### src/rtl/smb_seq_pkg.sv
package smb_seq_pkg;

  // register word addresses
  localparam logic [2:0] A_CMD  = 3'd0;
  localparam logic [2:0] A_QCTL = 3'd1;
  localparam logic [2:0] A_IEN  = 3'd2;
  localparam logic [2:0] A_ISTS = 3'd3;
  localparam logic [2:0] A_TXD  = 3'd4;
  localparam logic [2:0] A_RXD  = 3'd5;

  // PHY operation codes
  localparam logic [1:0] OP_START = 2'd0;
  localparam logic [1:0] OP_WRITE = 2'd1;
  localparam logic [1:0] OP_READ  = 2'd2;
  localparam logic [1:0] OP_STOP  = 2'd3;

  // protocol codes
  localparam logic [3:0] PR_QUICK = 4'h0;
  localparam logic [3:0] PR_BWR   = 4'h7;
  localparam logic [3:0] PR_BRD   = 4'h8;
  localparam logic [3:0] PR_PCALL = 4'hA;

  // completion codes
  localparam logic [2:0] ST_OK      = 3'd0;
  localparam logic [2:0] ST_ARB     = 3'd1;
  localparam logic [2:0] ST_NADDR   = 3'd2;
  localparam logic [2:0] ST_NDATA   = 3'd3;
  localparam logic [2:0] ST_TMO     = 3'd4;
  localparam logic [2:0] ST_STARVE  = 3'd5;
  localparam logic [2:0] ST_RXFULL  = 3'd6;

  // receive tags
  localparam logic [1:0] TAG_MID  = 2'd1;
  localparam logic [1:0] TAG_LAST = 2'd2;

  // event index inside the 4-bit event vector
  localparam int EV_STARVE = 0;  // reg bit 27
  localparam int EV_DONE   = 1;  // reg bit 28
  localparam int EV_THR    = 2;  // reg bit 30
  localparam int EV_FULL   = 3;  // reg bit 31

  typedef struct packed {
    logic       txPop;
    logic       rxPush;
    logic [7:0] rxByte;
    logic [1:0] rxTag;
    logic       starve;
    logic       finish;
    logic [2:0] finStatus;
  } ctlStrobe_t;

endpackage

### src/rtl/smb_seq_fifo.sv
module smb_seq_fifo #(
  parameter int DEPTH = 64,
  parameter int WIDTH = 9,
  localparam int PTRW = $clog2(DEPTH),
  localparam int CNTW = $clog2(DEPTH + 1)
) (
  input  logic             clk,
  input  logic             rst_n,
  input  logic             flush,
  input  logic             push,
  input  logic [WIDTH-1:0] pushData,
  input  logic             pop,
  output logic [WIDTH-1:0] headData,
  output logic [CNTW-1:0]  count,
  output logic             empty,
  output logic             full
);
  logic [WIDTH-1:0] mem [DEPTH];
  logic [PTRW-1:0]  wrPtr, rdPtr;
  logic             doPush, doPop;

  assign empty    = (count == '0);
  assign full     = (count == CNTW'(DEPTH));
  assign doPush   = push && !full;
  assign doPop    = pop && !empty;
  assign headData = mem[rdPtr];

  always_ff @(posedge clk) begin
    if (doPush) mem[wrPtr] <= pushData;
  end

  always_ff @(posedge clk or negedge rst_n) begin
    if (!rst_n) begin
      wrPtr <= '0;
      rdPtr <= '0;
      count <= '0;
    end else if (flush) begin
      wrPtr <= '0;
      rdPtr <= '0;
      count <= '0;
    end else begin
      if (doPush) wrPtr <= (wrPtr == PTRW'(DEPTH - 1)) ? '0 : wrPtr + 1'b1;
      if (doPop)  rdPtr <= (rdPtr == PTRW'(DEPTH - 1)) ? '0 : rdPtr + 1'b1;
      if (doPush && !doPop)      count <= count + 1'b1;
      else if (doPop && !doPush) count <= count - 1'b1;
    end
  end
endmodule

### src/rtl/smb_seq_dp.sv
module smb_seq_dp
  import smb_seq_pkg::*;
#(
  parameter int DEPTH = 64,
  localparam int CNTW = $clog2(DEPTH + 1)
) (
  input  logic            clk,
  input  logic            rst_n,
  input  logic            regWr,
  input  logic            regRd,
  input  logic [2:0]      regAddr,
  input  logic [31:0]     regWdata,
  output logic [31:0]     regRdata,
  output logic            irq,
  input  ctlStrobe_t      strobe,
  output logic            go,
  output logic [3:0]      proto,
  output logic [7:0]      rdCnt,
  output logic            txEmpty,
  output logic [7:0]      txHeadByte,
  output logic            txHeadLast,
  output logic            rxFull,
  output logic            busy,
  output logic [3:0]      intSts,
  output logic [3:0]      intEn,
  output logic [CNTW-1:0] rxCount
);
  logic [2:0]      statusQ;
  logic [5:0]      thrQ;
  logic [8:0]      txHead;
  logic [9:0]      rxHead;
  logic            rxEmpty, txFull;
  logic [CNTW-1:0] txCount;
  logic            wrCmd, wrQctl, wrIen, wrIsts, wrTx, rdRx;
  logic            rxPushOk, rxPopOk, thrHit, fullHit;
  logic [3:0]      evSet, stsWrBits;

  assign wrCmd  = regWr && regAddr == A_CMD;
  assign wrQctl = regWr && regAddr == A_QCTL;
  assign wrIen  = regWr && regAddr == A_IEN;
  assign wrIsts = regWr && regAddr == A_ISTS;
  assign wrTx   = regWr && regAddr == A_TXD;
  assign rdRx   = regRd && regAddr == A_RXD;

  smb_seq_fifo #(.DEPTH(DEPTH), .WIDTH(9)) u_txq (
    .clk(clk), .rst_n(rst_n),
    .flush(wrQctl && regWdata[30]),
    .push(wrTx), .pushData({regWdata[31], regWdata[7:0]}),
    .pop(strobe.txPop), .headData(txHead),
    .count(txCount), .empty(txEmpty), .full(txFull)
  );

  smb_seq_fifo #(.DEPTH(DEPTH), .WIDTH(10)) u_rxq (
    .clk(clk), .rst_n(rst_n),
    .flush(wrQctl && regWdata[31]),
    .push(strobe.rxPush), .pushData({strobe.rxTag, strobe.rxByte}),
    .pop(rdRx), .headData(rxHead),
    .count(rxCount), .empty(rxEmpty), .full(rxFull)
  );

  assign txHeadByte = txHead[7:0];
  assign txHeadLast = txHead[8];

  assign rxPushOk = strobe.rxPush && !rxFull;
  assign rxPopOk  = rdRx && !rxEmpty;
  assign thrHit   = rxPushOk && !rxPopOk && (thrQ != '0) &&
                    (({1'b0, rxCount} + 1'b1) == (CNTW + 1)'(thrQ));
  assign fullHit  = rxPushOk && !rxPopOk && (rxCount == CNTW'(DEPTH - 1));

  always_comb begin
    evSet = '0;
    evSet[EV_STARVE] = strobe.starve;
    evSet[EV_DONE]   = strobe.finish;
    evSet[EV_THR]    = thrHit;
    evSet[EV_FULL]   = fullHit;
    stsWrBits = {regWdata[31], regWdata[30], regWdata[28], regWdata[27]};
  end

  always_ff @(posedge clk or negedge rst_n) begin
    if (!rst_n) begin
      busy    <= 1'b0;
      go      <= 1'b0;
      statusQ <= ST_OK;
      proto   <= '0;
      rdCnt   <= '0;
      thrQ    <= '0;
      intEn   <= '0;
      intSts  <= '0;
    end else begin
      go <= 1'b0;
      if (wrCmd && !busy && regWdata[31]) begin
        busy    <= 1'b1;
        go      <= 1'b1;
        statusQ <= ST_OK;
        proto   <= regWdata[12:9];
        rdCnt   <= regWdata[7:0];
      end else if (strobe.finish) begin
        busy    <= 1'b0;
        statusQ <= strobe.finStatus;
      end
      if (wrQctl) thrQ <= regWdata[13:8];
      if (wrIen)  intEn <= stsWrBits;
      intSts <= (intSts & ~(wrIsts ? stsWrBits : 4'b0)) | evSet;
    end
  end

  assign irq = |(intSts & intEn);

  always_comb begin
    regRdata = '0;
    case (regAddr)
      A_CMD: begin
        regRdata[31]    = busy;
        regRdata[27:25] = statusQ;
        regRdata[12:9]  = proto;
        regRdata[7:0]   = rdCnt;
      end
      A_QCTL: begin
        regRdata[22:16] = 7'(rxCount);
        regRdata[13:8]  = thrQ;
      end
      A_IEN:  {regRdata[31], regRdata[30], regRdata[28], regRdata[27]} = intEn;
      A_ISTS: {regRdata[31], regRdata[30], regRdata[28], regRdata[27]} = intSts;
      A_RXD: begin
        if (!rxEmpty) begin
          regRdata[31:30] = rxHead[9:8];
          regRdata[7:0]   = rxHead[7:0];
        end
      end
      default: regRdata = '0;
    endcase
  end
endmodule

### src/rtl/smb_seq_ctrl.sv
module smb_seq_ctrl
  import smb_seq_pkg::*;
#(
  parameter int STALL_LIMIT = 1000,
  localparam int STW = $clog2(STALL_LIMIT + 1)
) (
  input  logic       clk,
  input  logic       rst_n,
  input  logic       go,
  input  logic [3:0] proto,
  input  logic [7:0] rdCnt,
  input  logic       txEmpty,
  input  logic [7:0] txHeadByte,
  input  logic       txHeadLast,
  input  logic       rxFull,
  output logic       phyReq,
  output logic [1:0] phyOp,
  output logic [7:0] phyTxByte,
  output logic       phyNackOut,
  input  logic       phyDone,
  input  logic [7:0] phyRxByte,
  input  logic       phyNack,
  input  logic       phyArbLost,
  input  logic       phyTimeout,
  output ctlStrobe_t strobe
);
  typedef enum logic [2:0] {S_IDLE, S_START, S_FETCH, S_SEND, S_RECV, S_STOP, S_END} state_e;

  state_e     state;
  logic [2:0] curStatus;
  logic [7:0] curByte, rdLeft;
  logic       curLast, curIsAddr, addrNext;
  logic [STW-1:0] stallCnt;
  logic       readProto, restart, takeHead, busErr;

  assign readProto = (proto == PR_BRD) || (proto == PR_PCALL);
  assign restart   = (proto == PR_PCALL) && txHeadLast && !addrNext;
  assign takeHead  = (state == S_FETCH) && !txEmpty && !restart;
  assign busErr    = phyArbLost || phyTimeout;

  always_ff @(posedge clk or negedge rst_n) begin
    if (!rst_n) begin
      state     <= S_IDLE;
      curStatus <= ST_OK;
      curByte   <= '0;
      curLast   <= 1'b0;
      curIsAddr <= 1'b0;
      addrNext  <= 1'b0;
      rdLeft    <= '0;
      stallCnt  <= '0;
    end else begin
      case (state)
        S_IDLE: if (go) begin
          addrNext  <= 1'b1;
          curStatus <= ST_OK;
          stallCnt  <= '0;
          state     <= S_START;
        end
        S_START: if (phyDone) begin
          if (phyArbLost) begin
            curStatus <= ST_ARB;
            state     <= S_END;
          end else if (phyTimeout) begin
            curStatus <= ST_TMO;
            state     <= S_STOP;
          end else begin
            state <= S_FETCH;
          end
        end
        S_FETCH: begin
          if (!txEmpty) begin
            stallCnt <= '0;
            if (restart) begin
              addrNext <= 1'b1;
              state    <= S_START;
            end else begin
              curByte   <= txHeadByte;
              curLast   <= txHeadLast;
              curIsAddr <= addrNext;
              addrNext  <= 1'b0;
              state     <= S_SEND;
            end
          end else if (stallCnt == STW'(STALL_LIMIT)) begin
            curStatus <= ST_STARVE;
            state     <= S_STOP;
          end else begin
            stallCnt <= stallCnt + 1'b1;
          end
        end
        S_SEND: if (phyDone) begin
          if (phyArbLost) begin
            curStatus <= ST_ARB;
            state     <= S_END;
          end else if (phyTimeout) begin
            curStatus <= ST_TMO;
            state     <= S_STOP;
          end else if (phyNack) begin
            curStatus <= curIsAddr ? ST_NADDR : ST_NDATA;
            state     <= S_STOP;
          end else if (curLast) begin
            if (readProto && rdCnt != '0) begin
              rdLeft <= rdCnt;
              state  <= S_RECV;
            end else begin
              state <= S_STOP;
            end
          end else begin
            state <= S_FETCH;
          end
        end
        S_RECV: if (phyDone) begin
          if (phyArbLost) begin
            curStatus <= ST_ARB;
            state     <= S_END;
          end else if (phyTimeout) begin
            curStatus <= ST_TMO;
            state     <= S_STOP;
          end else if (rxFull) begin
            curStatus <= ST_RXFULL;
            state     <= S_STOP;
          end else if (rdLeft == 8'd1) begin
            state <= S_STOP;
          end else begin
            rdLeft <= rdLeft - 1'b1;
          end
        end
        S_STOP: if (phyDone) state <= S_END;
        S_END:  state <= S_IDLE;
        default: state <= S_IDLE;
      endcase
    end
  end

  always_comb begin
    phyReq     = 1'b0;
    phyOp      = OP_START;
    phyTxByte  = curByte;
    phyNackOut = 1'b0;
    case (state)
      S_START: phyReq = 1'b1;
      S_SEND:  begin phyReq = 1'b1; phyOp = OP_WRITE; end
      S_RECV:  begin phyReq = 1'b1; phyOp = OP_READ; phyNackOut = (rdLeft == 8'd1); end
      S_STOP:  begin phyReq = 1'b1; phyOp = OP_STOP; end
      default: ;
    endcase
  end

  always_comb begin
    strobe           = '0;
    strobe.txPop     = takeHead;
    strobe.rxPush    = (state == S_RECV) && phyDone && !busErr && !rxFull;
    strobe.rxByte    = phyRxByte;
    strobe.rxTag     = (rdLeft == 8'd1) ? TAG_LAST : TAG_MID;
    strobe.starve    = (state == S_FETCH) && txEmpty && (stallCnt == '0);
    strobe.finish    = (state == S_END);
    strobe.finStatus = curStatus;
  end
endmodule

### src/rtl/smb_master_seq.sv
module smb_master_seq
  import smb_seq_pkg::*;
#(
  parameter int FIFO_DEPTH  = 64,
  parameter int STALL_LIMIT = 1000,
  localparam int CNTW = $clog2(FIFO_DEPTH + 1)
) (
  input  logic        clk,
  input  logic        rst_n,
  input  logic        regWr,
  input  logic        regRd,
  input  logic [2:0]  regAddr,
  input  logic [31:0] regWdata,
  output logic [31:0] regRdata,
  output logic        irq,
  output logic        phyReq,
  output logic [1:0]  phyOp,
  output logic [7:0]  phyTxByte,
  output logic        phyNackOut,
  input  logic        phyDone,
  input  logic [7:0]  phyRxByte,
  input  logic        phyNack,
  input  logic        phyArbLost,
  input  logic        phyTimeout
);
  ctlStrobe_t      strobe;
  logic            go, txEmpty, txHeadLast, rxFull, busyQ;
  logic [3:0]      protoQ, intStsQ, intEnQ;
  logic [7:0]      rdCntQ, txHeadByte;
  logic [CNTW-1:0] rxCount;

  smb_seq_dp #(.DEPTH(FIFO_DEPTH)) u_dp (
    .clk(clk), .rst_n(rst_n),
    .regWr(regWr), .regRd(regRd), .regAddr(regAddr), .regWdata(regWdata),
    .regRdata(regRdata), .irq(irq), .strobe(strobe),
    .go(go), .proto(protoQ), .rdCnt(rdCntQ),
    .txEmpty(txEmpty), .txHeadByte(txHeadByte), .txHeadLast(txHeadLast),
    .rxFull(rxFull), .busy(busyQ), .intSts(intStsQ), .intEn(intEnQ),
    .rxCount(rxCount)
  );

  smb_seq_ctrl #(.STALL_LIMIT(STALL_LIMIT)) u_ctrl (
    .clk(clk), .rst_n(rst_n),
    .go(go), .proto(protoQ), .rdCnt(rdCntQ),
    .txEmpty(txEmpty), .txHeadByte(txHeadByte), .txHeadLast(txHeadLast),
    .rxFull(rxFull),
    .phyReq(phyReq), .phyOp(phyOp), .phyTxByte(phyTxByte), .phyNackOut(phyNackOut),
    .phyDone(phyDone), .phyRxByte(phyRxByte), .phyNack(phyNack),
    .phyArbLost(phyArbLost), .phyTimeout(phyTimeout),
    .strobe(strobe)
  );
endmodule

### config.mk
export PLATFORM = sky130hd
export DESIGN_NAME = smb_master_seq
export DESIGN_NICKNAME = d
export VERILOG_FILES = /design/src/rtl/smb_seq_pkg.sv /design/src/rtl/smb_seq_fifo.sv /design/src/rtl/smb_seq_dp.sv /design/src/rtl/smb_seq_ctrl.sv /design/src/rtl/smb_master_seq.sv
export SDC_FILE = /design/constraint.sdc
export NUM_CORES = 2
export LEC_CHECK = 0
export ABC_AREA = 1
export BUFFER_PORTS_ARGS = -buffer_cell sky130_fd_sc_hd__buf_4
export CELL_PAD_IN_SITES_DETAIL_PLACEMENT = 0
export CELL_PAD_IN_SITES_GLOBAL_PLACEMENT = 2
export CORE_AREA = 8 8 350 352
export DETAILED_ROUTE_END_ITERATION = 12
export DIE_AREA = 0 0 358 360
export PLACE_DENSITY_LB_ADDON = 0.1
export SKIP_LAST_GASP = 1
export SYNTH_ARGS = -nofsm -noshare
export SYNTH_HDL_FRONTEND = slang
export SYNTH_SLANG_ARGS = --single-unit
### constraint.sdc
create_clock -name clk -period 9.5 [get_ports clk]
set_input_delay 0.475 -clock clk [delete_from_list [all_inputs] [get_ports clk]]
set_output_delay 0.475 -clock clk [all_outputs]
set_load 0.01 [all_outputs]
==> flow_summary.yaml <==
run_status:
  status: "finished clean"
critical_path:
  path_class: "reg2out"
  crit_chain: "inv_8, buf_4, o21ai_0, o22ai_1, nand2_1, o211ai_1, nand2_1, o22ai_1, nand2_1, nand3_1, nand2_1, nand2_1, buf_4"
  critPathTopFamily: "buffers and inverters"
  worst_r2r_startpoint: "u_dp.u_txq.rdPtr[0]$_DFFE_PN0P_"
  cp_slowest_cell: "buf_4"
  crit_start: "u_dp.u_rxq.rdPtr[0]$_DFFE_PN0P_"
  max_stage_delay_ns: 0.76
  worst_path_most_repeated_cell: "nand2_1"
  end_kind: "primary output"
  setup.worst_path.start_class: "flip-flop"
  worstPathRequired_ns: 9.03
  arrival_ns: 4.86
  path_max_fanout: 130
  critical_path_buf_inv_count: 3
timing:
  hold_viol: 0
  setup_viol_count_final: 0
  finalMaxSlewViolations: 0
  period_share_pct: 56.1
  rsz0062_at_grt: "no"
  post-route-min-period_ns: 5.33
  fin_setup_tns_ns: 0
  slew_headroom_pct: 21.6
  clock_skew_ns: 0.0215
  setup_slack_ns: 4.17
  fmax_ghz: 0.187
  tightest_slew_ns: 1.17
pwr:
  clock_power_share_pct: 30.1
  ir_worst_vdd_mv: 0.211
  seq_power_share_pct: 39.4
  switching_share_pct: 36.5
  p_per_area_mw_per_mm2: 286
  internal_power_mw: 11.0
  p_leak_nw: 20.6
  p_switching_mw: 6.35
  power_frac_comb_pct: 30.4
yosys:
  synth_edf_count: 1216
  yosysTopAreaCell: "edfxtp_1"
  post-synth-top-count-cell: "edfxtp_1"
  synthTopCellsByCount: "edfxtp_1 (1216), nor2_1 (675), nand2_1 (621)"
  synth.distinct_cells: 54
  ys_async_sr_fraction_pct: 7.88
  synth_area_leaders: "edfxtp_1 (67%), o21ai_0 (5.3%), dfrtp_1 (4.8%)"
  syn_area_per_cell_um2: 12.1
  seq_area_frac_synth_pct: 71.8
  ys_ff_latch: 1320
  synthesis.area_mm2: 0.0545
  ys_warn_count: 0
  ys.flop_type: "edfxtp_1"
  synth_top_area_share_pct: 67.0
  syn_inst: 4484
clocking:
  numCtsBuffers: 141
  cts_tree: "built"
  clk_pin_slew_ns: 0.06
  clock-root-buffer: "clkbuf_16"
  cts_resized: 0
  clk_path_buf_depth: 3
  htree_num_levels: 4
  numClockSinks: 1320
  clk_latency_ns: 0.75
  post-cts-setup-buffers: 0
finish:
  final_nets: 4578
  seq_area_mm2: 0.0391
  area_growth_pct: 11.4
  drive_gt1_share_pct: 8.01
  nFillCells: 10200
  multiInputGateArea_mm2: 0.0135
  diodes: 0
placed_design:
  io_buffer_count: 76
  dp_worst_setup_slack_ns: 4.34
  place.gp.congestion: 0.819
  dp_hpwl_mm: 83.8
global_routing:
  track_usage_pct: 22.1
  grt_max_degree: 174
  grt_overflow_total: 0
  grt_pass1_wl_mm: 216
  grt_pass1_vias: 33000
  antenna_found_initial: 0
die:
  die_h_um: 360
  boundaryPins: 96
  start_util_pct: 46.6
  rows: 126
  core_mm2: 0.117
  dieArea_mm2: 0.129
  die_width_um: 358
route:
  postRouteWirelength_mm: 145
  vias_per_cell: 5.55
  vias: 34200
  drtAntennaViolNets: 0
  drc: 0
  dr.pass1.iters: 5
  first_iter_violations: 2735
  wire_per_inst_um: 23.6
worst_hold_path:
  hold_path.class: "in2reg"
  holdCritStartpoint: "regWdata[28]"
flow_run:
  drv_cap: 0
## power groups by stage
stage	combinational (mW)	sequential, mW	clock [mW]
3_5_place_dp	5.35	6.97	0
4_1_cts	5.37	6.85	5.34
3_3_place_gp	5.34	6.97	0
6_report	5.29	6.85	5.24
2_1_floorplan	3.61	6.76	0
5_1_grt	5.85	6.89	5.54
## layout make-up
class,count,share of cell area [%]
inverter,181,1.15
tap,1536,3.17
clock inverter,74,1.03
multi-input combinational,2726,22.2
clock buffer,182,6.18
timing repair buffer,135,1.76
sequential,1320,64.5
## placed cells by master, fill, tap and decap left out, drive strengths merged, types with 18 or more instances in the layout
| master | instances |
|---|---|
| ha | 20 |
| edfxtp | 1216 |
| mux2i | 60 |
| nand4 | 18 |
| clkinv | 61 |
| o21ai | 605 |
| nor3 | 41 |
| o211ai | 81 |
| dfrtp | 104 |
| nand3 | 136 |
| nand2 | 623 |
| clkbuf | 182 |
| o221ai | 69 |
| nor2 | 685 |
| inv | 185 |
| a21oi | 127 |
| buf | 127 |
| o22ai | 179 |
| xor2 | 18 |
## final timing paths
check                                                  endpoint  slack (ns)  depth (start not counted)
min in group asynchronous           u_dp.statusQ[1]$_DFFE_PN0P_        0.31                          2
worst max register to register  u_dp.u_txq.count[6]$_DFFE_PN0P_        4.33                         23
worst min register to register  u_ctrl.phyTxByte[1]$_DFFE_PN0P_        0.49                          2
worst max-delay path                                regRdata[1]        4.17                         13
max in group asynchronous       u_dp.u_txq.rdPtr[1]$_DFFE_PN0P_        7.66                          3
worst min-delay path                  u_dp.intEn[1]$_DFFE_PN0P_        0.04                          3
## layer usage
layer	global-route usage (%)	wire length, um
met4	6.85	4060
met2	37.1	71200
met1	30.3	64300
met3	2.67	5450
met5	0	0
## sequential cells by signal, summed over array words and instances, names as in the netlist, 7 cells and up
name              count
u_dp.rdCnt            8
u_dp.u_rxq.mem      640
u_ctrl.stallCnt      10
u_ctrl.rdLeft         8
u_ctrl.phyTxByte      8
u_dp.u_rxq.count      7
u_dp.u_txq.count      7
u_dp.u_txq.mem      576
## metrics by stage
stage	instance area [um^2]	power (mW)	util, %	hold WS (ns)	std cells
finish	60700	17.4	51.9	0.0425	6154
detailed placement	56300	12.3	48.1	0.480	5890
CTS	60700	17.6	51.9	0.00721	6154
global placement	56300	12.3	48.1	0.471	5890
global route	60700	18.3	51.9	0.0433	6154
floorplan	54500	10.4	-	0.179	4488
## tightest hold or removal path: cells and delay by family
family,cells,cell delay (ns)
AOI/OAI and AO/OA,1,0.08
buffers and inverters,2,0.17
## repair_timing
item                                    in CTS  in global routing
endpoints found under the setup margin       0                  0
hold buffers                                 8                  0
hold endpoints to repair                    55                  0
## logic make-up (layout without fill, tap and decap cells)
kind of cell | after synthesis | after routing | synth area share (%)
and+or+nand+nor | 1529 | 1529 | 11.3
xor gates and xnor gates | 23 | 23 | 0.370
AOI/OAI and AO/OA | 1087 | 1087 | 11.4
muxes | 60 | 60 | 1.10
adders and majority gates | 22 | 22 | 0.533
DFF | 1320 | 1320 | 71.8
other | 1 | 5 | 0.00688
buffers and inverters | 442 | 572 | 3.46
Note: power is estimated with default switching activity, not from simulation.
